### config.mk
export PLATFORM = sky130hd
export DESIGN_NAME = movobj_engine
export DESIGN_NICKNAME = d
export VERILOG_FILES = /design/src/rtl/movobj_pkg.sv /design/src/rtl/movobj_motion.sv /design/src/rtl/movobj_poscnt.sv /design/src/rtl/movobj_scan.sv /design/src/rtl/movobj_engine.sv
export SDC_FILE = /design/constraint.sdc
export NUM_CORES = 1
export LEC_CHECK = 0
export ABC_CLOCK_PERIOD_IN_PS = 1700
export BUFFER_PORTS_ARGS = -buffer_cell sky130_fd_sc_hd__buf_4
export CAP_MARGIN = 20
export CORE_UTILIZATION = 35
export CTS_BUF_LIST = sky130_fd_sc_hd__clkbuf_2
export DETAILED_ROUTE_END_ITERATION = 10
export GPL_ROUTABILITY_DRIVEN = 0
export PLACE_DENSITY_LB_ADDON = 0.08
export SLEW_MARGIN = 20
export SYNTH_ARGS = -nofsm -noshare
export SYNTH_HDL_FRONTEND = slang
export SYNTH_SLANG_ARGS = --single-unit
export TNS_END_PERCENT = 5
### constraint.sdc
create_clock -name clk_i -period 1.7 [get_ports clk_i]
set_input_delay 0.085 -clock clk_i [delete_from_list [all_inputs] [get_ports clk_i]]
set_output_delay 0.085 -clock clk_i [all_outputs]
set_load 0.01 [all_outputs]
### src/rtl/movobj_pkg.sv
package movobj_pkg;

  localparam int SIZE_W = 3;
  localparam int WLOG_W = 2;

  // copy_mask[0]: near copy, [1]: middle copy, [2]: far copy
  typedef struct packed {
    logic [2:0]        copy_mask;
    logic [WLOG_W-1:0] wlog;
  } size_cfg_t;

  function automatic size_cfg_t size_decode(input logic [SIZE_W-1:0] sz);
    size_cfg_t c;
    c = '0;
    case (sz)
      3'd1:    c.copy_mask = 3'b001;
      3'd2:    c.copy_mask = 3'b010;
      3'd3:    c.copy_mask = 3'b011;
      3'd4:    c.copy_mask = 3'b100;
      3'd5:    c.wlog      = 2'd1;
      3'd6:    c.copy_mask = 3'b110;
      3'd7:    c.wlog      = 2'd2;
      default: c = '0;
    endcase
    return c;
  endfunction

endpackage

### src/rtl/movobj_motion.sv
module movobj_motion #(
  parameter int MOT_W     = 4,
  parameter int LATE_CLKS = 8,
  parameter int EXTRA_GAP = 4
) (
  input  logic             clk_i,
  input  logic             rst_ni,
  input  logic             hblank_i,
  input  logic             wr_mot_i,
  input  logic [MOT_W-1:0] mot_data_i,
  input  logic             mclr_i,
  input  logic             hmove_i,
  output logic             extra_o,
  output logic             hold_o
);

  localparam int MAX_EXTRA = LATE_CLKS + (1 << (MOT_W - 1)) - 1;
  localparam int PEND_W    = $clog2(MAX_EXTRA + 1);
  localparam int LW        = $clog2(LATE_CLKS + 1);
  localparam int GW        = (EXTRA_GAP > 1) ? $clog2(EXTRA_GAP) : 1;

  logic [MOT_W-1:0]  mval_q, mval_d;
  logic [PEND_W-1:0] pend_q, pend_d, pend_load;
  logic [GW-1:0]     gap_q, gap_d;
  logic              run_q, run_d;
  logic              late_q, late_d;
  logic [LW-1:0]     lcnt_q, lcnt_d;

  assign pend_load = PEND_W'(LATE_CLKS + int'($signed(mval_q)));
  assign extra_o   = run_q && hblank_i && (gap_q == GW'(EXTRA_GAP - 1));
  assign hold_o    = late_q && !hblank_i;

  always_comb begin
    mval_d = mval_q;
    if (mclr_i)        mval_d = '0;
    else if (wr_mot_i) mval_d = mot_data_i;

    pend_d = pend_q;
    gap_d  = gap_q;
    run_d  = run_q;
    late_d = late_q;
    lcnt_d = lcnt_q;
    if (hmove_i) begin
      pend_d = pend_load;
      gap_d  = '0;
      run_d  = (pend_load != '0);
      late_d = 1'b1;
      lcnt_d = '0;
    end else begin
      if (run_q) begin
        if (!hblank_i) begin
          run_d = 1'b0;
        end else begin
          gap_d = (gap_q == GW'(EXTRA_GAP - 1)) ? '0 : gap_q + 1'b1;
          if (extra_o) begin
            pend_d = pend_q - 1'b1;
            if (pend_q == PEND_W'(1)) run_d = 1'b0;
          end
        end
      end
      if (hold_o) begin
        lcnt_d = lcnt_q + 1'b1;
        if (lcnt_q == LW'(LATE_CLKS - 1)) late_d = 1'b0;
      end
    end
  end

  always_ff @(posedge clk_i or negedge rst_ni) begin
    if (!rst_ni) begin
      mval_q <= '0;
      pend_q <= '0;
      gap_q  <= '0;
      run_q  <= 1'b0;
      late_q <= 1'b0;
      lcnt_q <= '0;
    end else begin
      mval_q <= mval_d;
      pend_q <= pend_d;
      gap_q  <= gap_d;
      run_q  <= run_d;
      late_q <= late_d;
      lcnt_q <= lcnt_d;
    end
  end


  extra_gap_chk: assert property (@(posedge clk_i) disable iff (!rst_ni)
    extra_o |=> !extra_o);


  hold_origin_chk: assert property (@(posedge clk_i) disable iff (!rst_ni)
    $rose(late_q) |-> $past(hmove_i));


  mclr_zero_chk: assert property (@(posedge clk_i) disable iff (!rst_ni)
    mclr_i |=> (mval_q == '0));

endmodule

### src/rtl/movobj_poscnt.sv
module movobj_poscnt #(
  parameter int LINE_PIX  = 160,
  parameter int COPY_NEAR = 16,
  parameter int COPY_MID  = 32,
  parameter int COPY_FAR  = 64
) (
  input  logic       clk_i,
  input  logic       rst_ni,
  input  logic       tick_i,
  input  logic       extra_i,
  input  logic       pos_rst_i,
  input  logic [2:0] copy_mask_i,
  output logic       cnt_clk_o,
  output logic       start_o
);

  localparam int CW = $clog2(LINE_PIX);

  logic [CW-1:0] cnt_q, cnt_d;
  logic [2:0]    copy_hit;

  for (genvar i = 0; i < 3; i++) begin : g_copy
    localparam int OFF = (i == 0) ? COPY_NEAR : ((i == 1) ? COPY_MID : COPY_FAR);
    assign copy_hit[i] = copy_mask_i[i] && (cnt_q == CW'(OFF));
  end

  assign cnt_clk_o = tick_i || extra_i;
  assign start_o   = cnt_clk_o && ((cnt_q == '0) || (|copy_hit));

  always_comb begin
    cnt_d = cnt_q;
    if (pos_rst_i)      cnt_d = '0;
    else if (cnt_clk_o) cnt_d = (cnt_q == CW'(LINE_PIX - 1)) ? '0 : cnt_q + 1'b1;
  end

  always_ff @(posedge clk_i or negedge rst_ni) begin
    if (!rst_ni) cnt_q <= '0;
    else         cnt_q <= cnt_d;
  end


  cnt_range_chk: assert property (@(posedge clk_i) disable iff (!rst_ni)
    int'(cnt_q) < LINE_PIX);


  cnt_hold_chk: assert property (@(posedge clk_i) disable iff (!rst_ni)
    (!cnt_clk_o && !pos_rst_i) |=> $stable(cnt_q));


  pos_rst_zero_chk: assert property (@(posedge clk_i) disable iff (!rst_ni)
    pos_rst_i |=> (cnt_q == '0));

endmodule

### src/rtl/movobj_scan.sv
module movobj_scan #(
  parameter int GFX_W  = 8,
  parameter int WLOG_W = 2
) (
  input  logic              clk_i,
  input  logic              rst_ni,
  input  logic              cnt_clk_i,
  input  logic              start_i,
  input  logic              vis_i,
  input  logic [GFX_W-1:0]  gfx_i,
  input  logic              refl_i,
  input  logic [WLOG_W-1:0] wlog_i,
  output logic              pix_o
);

  localparam int IW     = $clog2(GFX_W);
  localparam int MAX_WL = (1 << WLOG_W) - 1;
  localparam int SUB_W  = (MAX_WL > 0) ? MAX_WL : 1;

  logic             act_q, act_d;
  logic [IW-1:0]    bidx_q, bidx_d;
  logic [SUB_W-1:0] sub_q, sub_d;
  logic             vis_q;
  logic [SUB_W-1:0] sub_last;
  logic [IW-1:0]    sel;

  assign sub_last = SUB_W'((1 << wlog_i) - 1);
  assign sel      = refl_i ? bidx_q : (IW'(GFX_W - 1) - bidx_q);
  assign pix_o    = act_q && vis_q && gfx_i[sel];

  always_comb begin
    act_d  = act_q;
    bidx_d = bidx_q;
    sub_d  = sub_q;
    if (cnt_clk_i) begin
      if (!act_q) begin
        if (start_i) begin
          act_d  = 1'b1;
          bidx_d = '0;
          sub_d  = '0;
        end
      end else if (sub_q == sub_last) begin
        sub_d = '0;
        if (bidx_q == IW'(GFX_W - 1)) act_d = 1'b0;
        else                          bidx_d = bidx_q + 1'b1;
      end else begin
        sub_d = sub_q + 1'b1;
      end
    end
  end

  always_ff @(posedge clk_i or negedge rst_ni) begin
    if (!rst_ni) begin
      act_q  <= 1'b0;
      bidx_q <= '0;
      sub_q  <= '0;
      vis_q  <= 1'b0;
    end else begin
      act_q  <= act_d;
      bidx_q <= bidx_d;
      sub_q  <= sub_d;
      vis_q  <= vis_i;
    end
  end


  stretch_hold_chk: assert property (@(posedge clk_i) disable iff (!rst_ni)
    (act_q && cnt_clk_i && (sub_q != sub_last)) |=> (act_q && $stable(bidx_q)));


  no_retrig_chk: assert property (@(posedge clk_i) disable iff (!rst_ni)
    (act_q && start_i) |=> !(act_q && (bidx_q == '0) && (sub_q == '0)));

endmodule

### src/rtl/movobj_engine.sv
module movobj_engine
  import movobj_pkg::*;
#(
  parameter int LINE_PIX  = 160,
  parameter int GFX_W     = 8,
  parameter int MOT_W     = 4,
  parameter int LATE_CLKS = 8,
  parameter int EXTRA_GAP = 4,
  parameter int COPY_NEAR = 16,
  parameter int COPY_MID  = 32,
  parameter int COPY_FAR  = 64
) (
  input  logic             clk_i,
  input  logic             rst_ni,
  input  logic             hblank_i,
  input  logic [GFX_W-1:0] wr_data_i,
  input  logic             wr_gfx_i,
  input  logic             wr_peer_gfx_i,
  input  logic             wr_size_i,
  input  logic             wr_refl_i,
  input  logic             wr_vdel_i,
  input  logic             wr_motion_i,
  input  logic             mclr_i,
  input  logic             hmove_i,
  input  logic             pos_rst_i,
  output logic             pix_o
);

  logic [1:0] rst_sync_q;
  logic       rst_n;

  always_ff @(posedge clk_i or negedge rst_ni) begin
    if (!rst_ni) rst_sync_q <= 2'b00;
    else         rst_sync_q <= {rst_sync_q[0], 1'b1};
  end
  assign rst_n = rst_sync_q[1];

  logic [GFX_W-1:0]  gfx_new_q, gfx_new_d, gfx_old_q, gfx_old_d;
  logic [SIZE_W-1:0] size_q, size_d;
  logic              refl_q, refl_d, vdel_q, vdel_d;
  size_cfg_t         size_cfg;
  logic              extra, hold, tick, cnt_clk, start;

  always_comb begin
    gfx_new_d = wr_gfx_i      ? wr_data_i               : gfx_new_q;
    gfx_old_d = wr_peer_gfx_i ? gfx_new_q               : gfx_old_q;
    size_d    = wr_size_i     ? wr_data_i[SIZE_W-1:0]   : size_q;
    refl_d    = wr_refl_i     ? wr_data_i[0]            : refl_q;
    vdel_d    = wr_vdel_i     ? wr_data_i[0]            : vdel_q;
  end

  always_ff @(posedge clk_i or negedge rst_n) begin
    if (!rst_n) begin
      gfx_new_q <= '0;
      gfx_old_q <= '0;
      size_q    <= '0;
      refl_q    <= 1'b0;
      vdel_q    <= 1'b0;
    end else begin
      gfx_new_q <= gfx_new_d;
      gfx_old_q <= gfx_old_d;
      size_q    <= size_d;
      refl_q    <= refl_d;
      vdel_q    <= vdel_d;
    end
  end

  assign size_cfg = size_decode(size_q);
  assign tick     = !hblank_i && !hold;

  movobj_motion #(
    .MOT_W    (MOT_W),
    .LATE_CLKS(LATE_CLKS),
    .EXTRA_GAP(EXTRA_GAP)
  ) motion_i (
    .clk_i     (clk_i),
    .rst_ni    (rst_n),
    .hblank_i  (hblank_i),
    .wr_mot_i  (wr_motion_i),
    .mot_data_i(wr_data_i[GFX_W-1 -: MOT_W]),
    .mclr_i    (mclr_i),
    .hmove_i   (hmove_i),
    .extra_o   (extra),
    .hold_o    (hold)
  );

  movobj_poscnt #(
    .LINE_PIX (LINE_PIX),
    .COPY_NEAR(COPY_NEAR),
    .COPY_MID (COPY_MID),
    .COPY_FAR (COPY_FAR)
  ) poscnt_i (
    .clk_i      (clk_i),
    .rst_ni     (rst_n),
    .tick_i     (tick),
    .extra_i    (extra),
    .pos_rst_i  (pos_rst_i),
    .copy_mask_i(size_cfg.copy_mask),
    .cnt_clk_o  (cnt_clk),
    .start_o    (start)
  );

  movobj_scan #(
    .GFX_W (GFX_W),
    .WLOG_W(WLOG_W)
  ) scan_i (
    .clk_i    (clk_i),
    .rst_ni   (rst_n),
    .cnt_clk_i(cnt_clk),
    .start_i  (start),
    .vis_i    (tick),
    .gfx_i    (vdel_q ? gfx_old_q : gfx_new_q),
    .refl_i   (refl_q),
    .wlog_i   (size_cfg.wlog),
    .pix_o    (pix_o)
  );


  own_write_keeps_delayed_chk: assert property (@(posedge clk_i) disable iff (!rst_n)
    (wr_gfx_i && !wr_peer_gfx_i) |=> $stable(gfx_old_q));


  blank_dark_chk: assert property (@(posedge clk_i) disable iff (!rst_n)
    $past(hblank_i) |-> !pix_o);

endmodule

* Word level (Yosys, flattened, before mapping)
Index checks and enable logic that the tools add are counted.
Storage, ports and cells: logic and storage cells 115, output and inout port bits 1, memory bits (writable) 0, bits in read-only memories 0, memories kept 0, flip-flop bits (word level) 55, bits in latches 0, bits of input ports 20
Operators by class: equality and inequality tests 18, bitwise logic cells 0, reduce and logical (&&, ||, !) cells 30, $lt $le $gt $ge 1, multipliers 0, $add $sub $neg 9, multiplexer cells 39, div/mod/pow operators 0, shifts and indexed selects 1
Operators with widths (number):
- $mux 4 | 8
- $mux 8 | 4
- $mux 3 | 7
- $reduce_bool 2->1 | 8
- $eq 3x3->1 const B | 5
- $pmux 3 s5 | 1
- $mux 1 | 13
- $logic_and 1x1->1 | 10
- $add 8x1->8 const B | 1
- $eq 8x5->1 const B | 1
- $eq 8x6->1 const B | 1
- $eq 8x7->1 const B | 1
- $eq 8x8->1 const B | 1
- $logic_not 8->1 | 1
- $mux 2 | 4
- $add 3x1->3 const B | 2
- $eq 3x2->1 const B | 2
- $reduce_and 2->1 | 3
- $add 4x1->4 const B | 1
- $add 4x4->4 const A | 1
- $eq 4x1->1 const B | 1
- $eq 4x3->1 const B | 1
- $lt 3x4->1 const B | 1
- $ne 2x2->1 const B | 2
- other kinds (16) | 18

* Longest topological paths before layout
depth after elaboration 8, depth in mapped cells 7, depth with buffers taken out 6

* Modules after synthesis
From an unflattened synthesis, not the netlist that was laid out.
Second synthesis, totals: cells, all modules 252, area total of the unflattened synthesis 3010.4 um^2
Modules (own cells, without submodules):
- movobj_engine | area an instance 1068.5 um^2, sequential area each 575.6 um^2, cells an instance 62, times used 1
- movobj_motion | area an instance 817.0 um^2, sequential area each 400.4 um^2, cells an instance 77, times used 1
- movobj_scan | area an instance 621.8 um^2, sequential area each 200.2 um^2, cells an instance 53, times used 1
- movobj_poscnt | area an instance 503.0 um^2, sequential area each 200.2 um^2, cells an instance 60, times used 1

* Worst setup path before layout
OpenSTA, ideal clock, no wires.
path type flip-flop to flip-flop, start point register poscnt_i.cnt_q[0], end point register scan_i.bidx_q[2], clock period less this slack 1723 ps, required time 1574 ps, data arrival time 1597 ps, slack -23 ps, library setup time 126 ps, path buffers 0, cell stages (with the launch flop) 7, path through dfrtp_1 -> inv_1 -> ha_1 -> nor4b_1 -> o2111ai_1 -> o31a_1 -> a221o_1
On the way: cells in the longest elaborated chain, start to end 7, elaborated cells on any way between the ends 12, classes of those cells eq/ne: 3; reduce/logical: 9
Ends and longest elaborated chain:
- start, declared | line movobj_poscnt.sv:19 | logic [CW-1:0] cnt_q, cnt_d;
- start signal, assigned | line movobj_poscnt.sv:38 | else cnt_q <= cnt_d;
- $eq 8x5->1 (tied with other cells) | line movobj_poscnt.sv:24 | assign copy_hit[i] = copy_mask_i[i] && (cnt_q == CW'(OFF));
- $logic_and 1x1->1 | line movobj_poscnt.sv:24
- $reduce_or 3->1 | line movobj_poscnt.sv:28 | assign start_o = cnt_clk_o && ((cnt_q == '0) || (|copy_hit));
- $logic_or 1x1->1 (*) | line movobj_poscnt.sv:28
- $logic_and 1x1->1 (*) | line movobj_poscnt.sv:28
- $reduce_bool 2->1 (no source line) (*)
- $reduce_and 4->1 (no source line) (*)
- end signal, assigned | line movobj_scan.sv:60 | bidx_q <= bidx_d;
- end, declared | line movobj_scan.sv:21 | logic [IW-1:0] bidx_q, bidx_d;
Mark *: on every way between the ends. The rest lies on a longest branch, timed or not. A chain may end at the register's enable or synchronous reset.

* Final worst setup path
start point register vdel_q, end point output pix_o
On the way: cells in the longest elaborated chain, start to end 4
Ends and longest elaborated chain:
- start, declared | line movobj_engine.sv:40 | logic refl_q, refl_d, vdel_q, vdel_d;
- start signal, assigned | line movobj_engine.sv:64 | vdel_q <= vdel_d;
- $mux 8 | line movobj_engine.sv:112 | .gfx_i (vdel_q ? gfx_old_q : gfx_new_q),
- $bmux 1 s3 | line movobj_scan.sv:29 | assign pix_o = act_q && vis_q && gfx_i[sel];
- $mux 1 (implied by the code) | line movobj_scan.sv:29
- $logic_and 1x1->1 | line movobj_scan.sv:29
- end, declared | line movobj_engine.sv:26 | output logic pix_o
No other way between the ends. The select of a mux whose other input is x is not followed.

==> metrics.md <==
| Metric | Value |
|---|---|
| Status | complete, but fails checks |
| Failing checks | negative setup slack |
| Cell Area, Synth | 0.002855 mm2 |
| Detailed Routing Iterations Pass 1 | 4 |
| Async S/R FF share, synth | 100.0% |
| Cells after Synth | 257 |
| Non-filler instance count after layout | 425 |
| CP arrival | 2170 ps |
| First-pass GRT wire length | 10.27 mm |
| Commonest register cell after synthesis | dfrtp_1 |
| Yosys warns | 0 |
| Htree depth | 2 |
| Placed Area | 0.003259 mm2 |
| Ratio of cells with drive above 1 in the final layout | 27.86% |
| Cell Chain, Critical Path | mux4_2 -> or4_4 -> o2111ai_2 -> a311oi_2 -> buf_4 |
| Clock buffer depth | 2 |
| CTS tree | built |
| DRT antenna net count | 0 |
| Synth Area per Inst | 11.11 um2 |
| Dpl cells | 389 |
| Clk slew on worst S/H paths | 280 ps |
| Sinks on Clock Net | 55 |
| Die area | 0.008523 mm2 |
| Final-report setup violation count | 3 |
| Syn Nets | 286 |
| Cell area after layout | 0.003656 mm2 |
| Routed len/inst | 13.66 um |
| R2R Setup Slk | -50 ps |
| Grt ovf | 0 |
| Fillers | 750 |
| Synthesized flop and latch total | 55 |
| Delay-heaviest family, CP | multiplexers |
| RR Endpoint | scan_i.bidx_q[0] |
| Wirelength, routed | 5.806 mm |
| Max IR drop VDD | 471.5 uV |
| Nets | 351 |
| Vias in the first global route | 2,210 |
| Max Freq | 444.3 MHz |
| Startpoint Class | flop |
| Share of the synthesized area in the top cell type | 48.20% |
| Via count | 2,113 |
| DR iter-0 viols | 98 |
| WS Path Type | flop to output port |
| Slowest-stage cell, CP | mux4_2 |
| Cell taking the most area after synthesis | dfrtp_1 |
| Post-Route Skew | 21.66 ps |
| Clk Latency, worst-skew pair | 440 ps |
| Final period util | 132.4% |
| Worst setup slack after layout | -550.8 ps |
| Chip Width | 92.32 um |
| Hold WC Path Type | flop to asynchronous set/reset pin |
| Post-DP HPWL | 3.943 mm |
| Pin count of the biggest net entering global routing | 40 |
| Pwr Density | 719.5 mW/mm2 |
| Hold WS | 187.3 ps |
| Chip Height | 92.32 um |
| Final Critical Period | 2251 ps |
| Worst setup EP type | output port |
| Core Area | 0.007807 mm2 |
| Pins Over Slew Limit | 0 |
| Root cell of the clock tree | clkbuf_2 |
| Leak pwr | 1.600 nW |
| Vias per std cell | 4.972 |
| Synth area leaders | dfrtp_1, mux2_2, ha_1 |
| Max incr delay on CP | 510 ps |
| # IOs | 21 |
| Area grow syn2layout | 28.05% |
| CP required | 1620 ps |
| CTS Buf Count | 5 |
| Worst Reg-to-Reg Cells | 6 |
| Number of I/O port buffers | 20 |
| Ant diodes | 0 |
| RSZ-0062 raised after global routing | true |
| MaxCap Viol Count | 0 |
| Initial Utilization | 36.57% |
| Setup TNS | -630.9 ps |
| Initial antenna violation count | 0 |
| GRT Overall Usage | 15.23% |
| Crit path buffers/inverters | 1 |
| Distinct cells, synth | 51 |
| Drt drc | 0 |
| Critical R2R Launch | poscnt_i.cnt_q[0] |
| Worst-path fanout max | 3 |
| Row cnt | 32 |
| EDFF count, synth | 0 |
| Hold Fails Final Rpt | 0 |
| Sequential-to-total area share from yosys stat | 48.20% |
==> per-stage QoR <==
| step | utilization [%] | setup WS (ps) | power (W) |
|---|---|---|---|
| after detailed placement | 41.75 | -159.2 | 0.001917 |
| after floorplan | - | 16.73 | 0.001786 |
| after CTS | 46.46 | -577.1 | 0.002665 |
| final | 46.83 | -550.8 | 0.002631 |
| after global routing | 46.83 | -662.0 | 0.002779 |
| after global placement | 41.75 | -85.08 | 0.001917 |
==> layer usage <==
layer	part of all wire, %	GRT usage [%]
met3	2.0	2.709
met1	51	20.82
met4	1.3	4.688
met2	46	24.57
met5	0	0
==> repair_timing <==
action,in CTS,in global routing
hold buffers,28,0
pin swaps,1,2
gates resized for setup,6,6
buffers inserted,0,0
hold endpoints to repair,46,0
endpoints found under the setup margin,10,11
==> cells in the final DEF, fill, tap and decap left out, types with 9 or more instances in the layout <==
cell type	n
dfrtp_1	54
buf_4	43
dlygate4sd3_1	28
mux2_2	22
nor2_1	21
nand2_1	18
a21oi_1	12
mux2i_1	10
o21ai_0	10
xor2_1	10
ha_1	9
==> sequential cells by signal, summed over array words and instances, names as in the netlist, 2 cells and up <==
name	count
gfx_new_q	8
gfx_old_q	8
poscnt_i.cnt_q	8
motion_i.lcnt_q	4
motion_i.mval_q	4
motion_i.pend_q	4
scan_i.bidx_q	3
scan_i.sub_q	3
size_q	3
motion_i.gap_q	2
rst_sync_q	2
==> synth_stat cells (all sizes together), types with 5 or more instances <==
master and number:
mux2i 10, nand2b 5, xor2 10, buf 5, nor2 22, nand2 18, dfrtp 55, a21oi 12
o21ai 11, inv 7, ha 9, mux2 22, clkbuf 9
==> final cells by class <==
class / instances / area, um2 / area share, %
Tap cell: 102 / 127.6 / 3.491
Clock inverter: 1 / 30.03 / 0.8214
Sequential cell: 55 / 1378 / 37.68
Clock buffer: 7 / 35.03 / 0.9582
Inverter: 7 / 26.28 / 0.7187
Multi-Input combinational cell: 181 / 1436 / 39.29
Timing Repair Buffer: 72 / 623.1 / 17.04
==> worst max-delay path by stage <==
stage,from,endpoint,slack (ps),depth (start not counted)
after global routing,vdel_q,pix_o,-660,5
final,vdel_q,pix_o,-550,5
after CTS,vdel_q,pix_o,-580,5
after floorplan,poscnt_i.cnt_q[0],scan_i.bidx_q[2],20,6
after detailed placement,poscnt_i.cnt_q[0],scan_i.bidx_q[0],-160,6
after global placement,poscnt_i.cnt_q[0],scan_i.bidx_q[0],-90,6
==> power breakdown <==
| group | leakage (nW) | switching [W] | total (W) | internal, W |
|---|---|---|---|---|
| clock | 0.0432 | 0.000409 | 0.000670 | 0.000261 |
| combinational | 0.879 | 0.000176 | 0.000449 | 0.000273 |
| sequential | 0.678 | 0.000106 | 0.00151 | 0.00141 |
==> cells by family after synthesis <==
| logic type | synth area share, % |
|---|---|
| AOI/OAI and AO/OA | 11.22 |
| buffers and inverters | 3.287 |
| xor gates and xnor gates | 3.988 |
| DFF | 48.20 |
| other | 0.1313 |
| and+or+nand+nor | 13.89 |
| adders and majority gates | 3.944 |
| muxes | 15.34 |
Note: power is estimated with default switching activity, not from simulation.
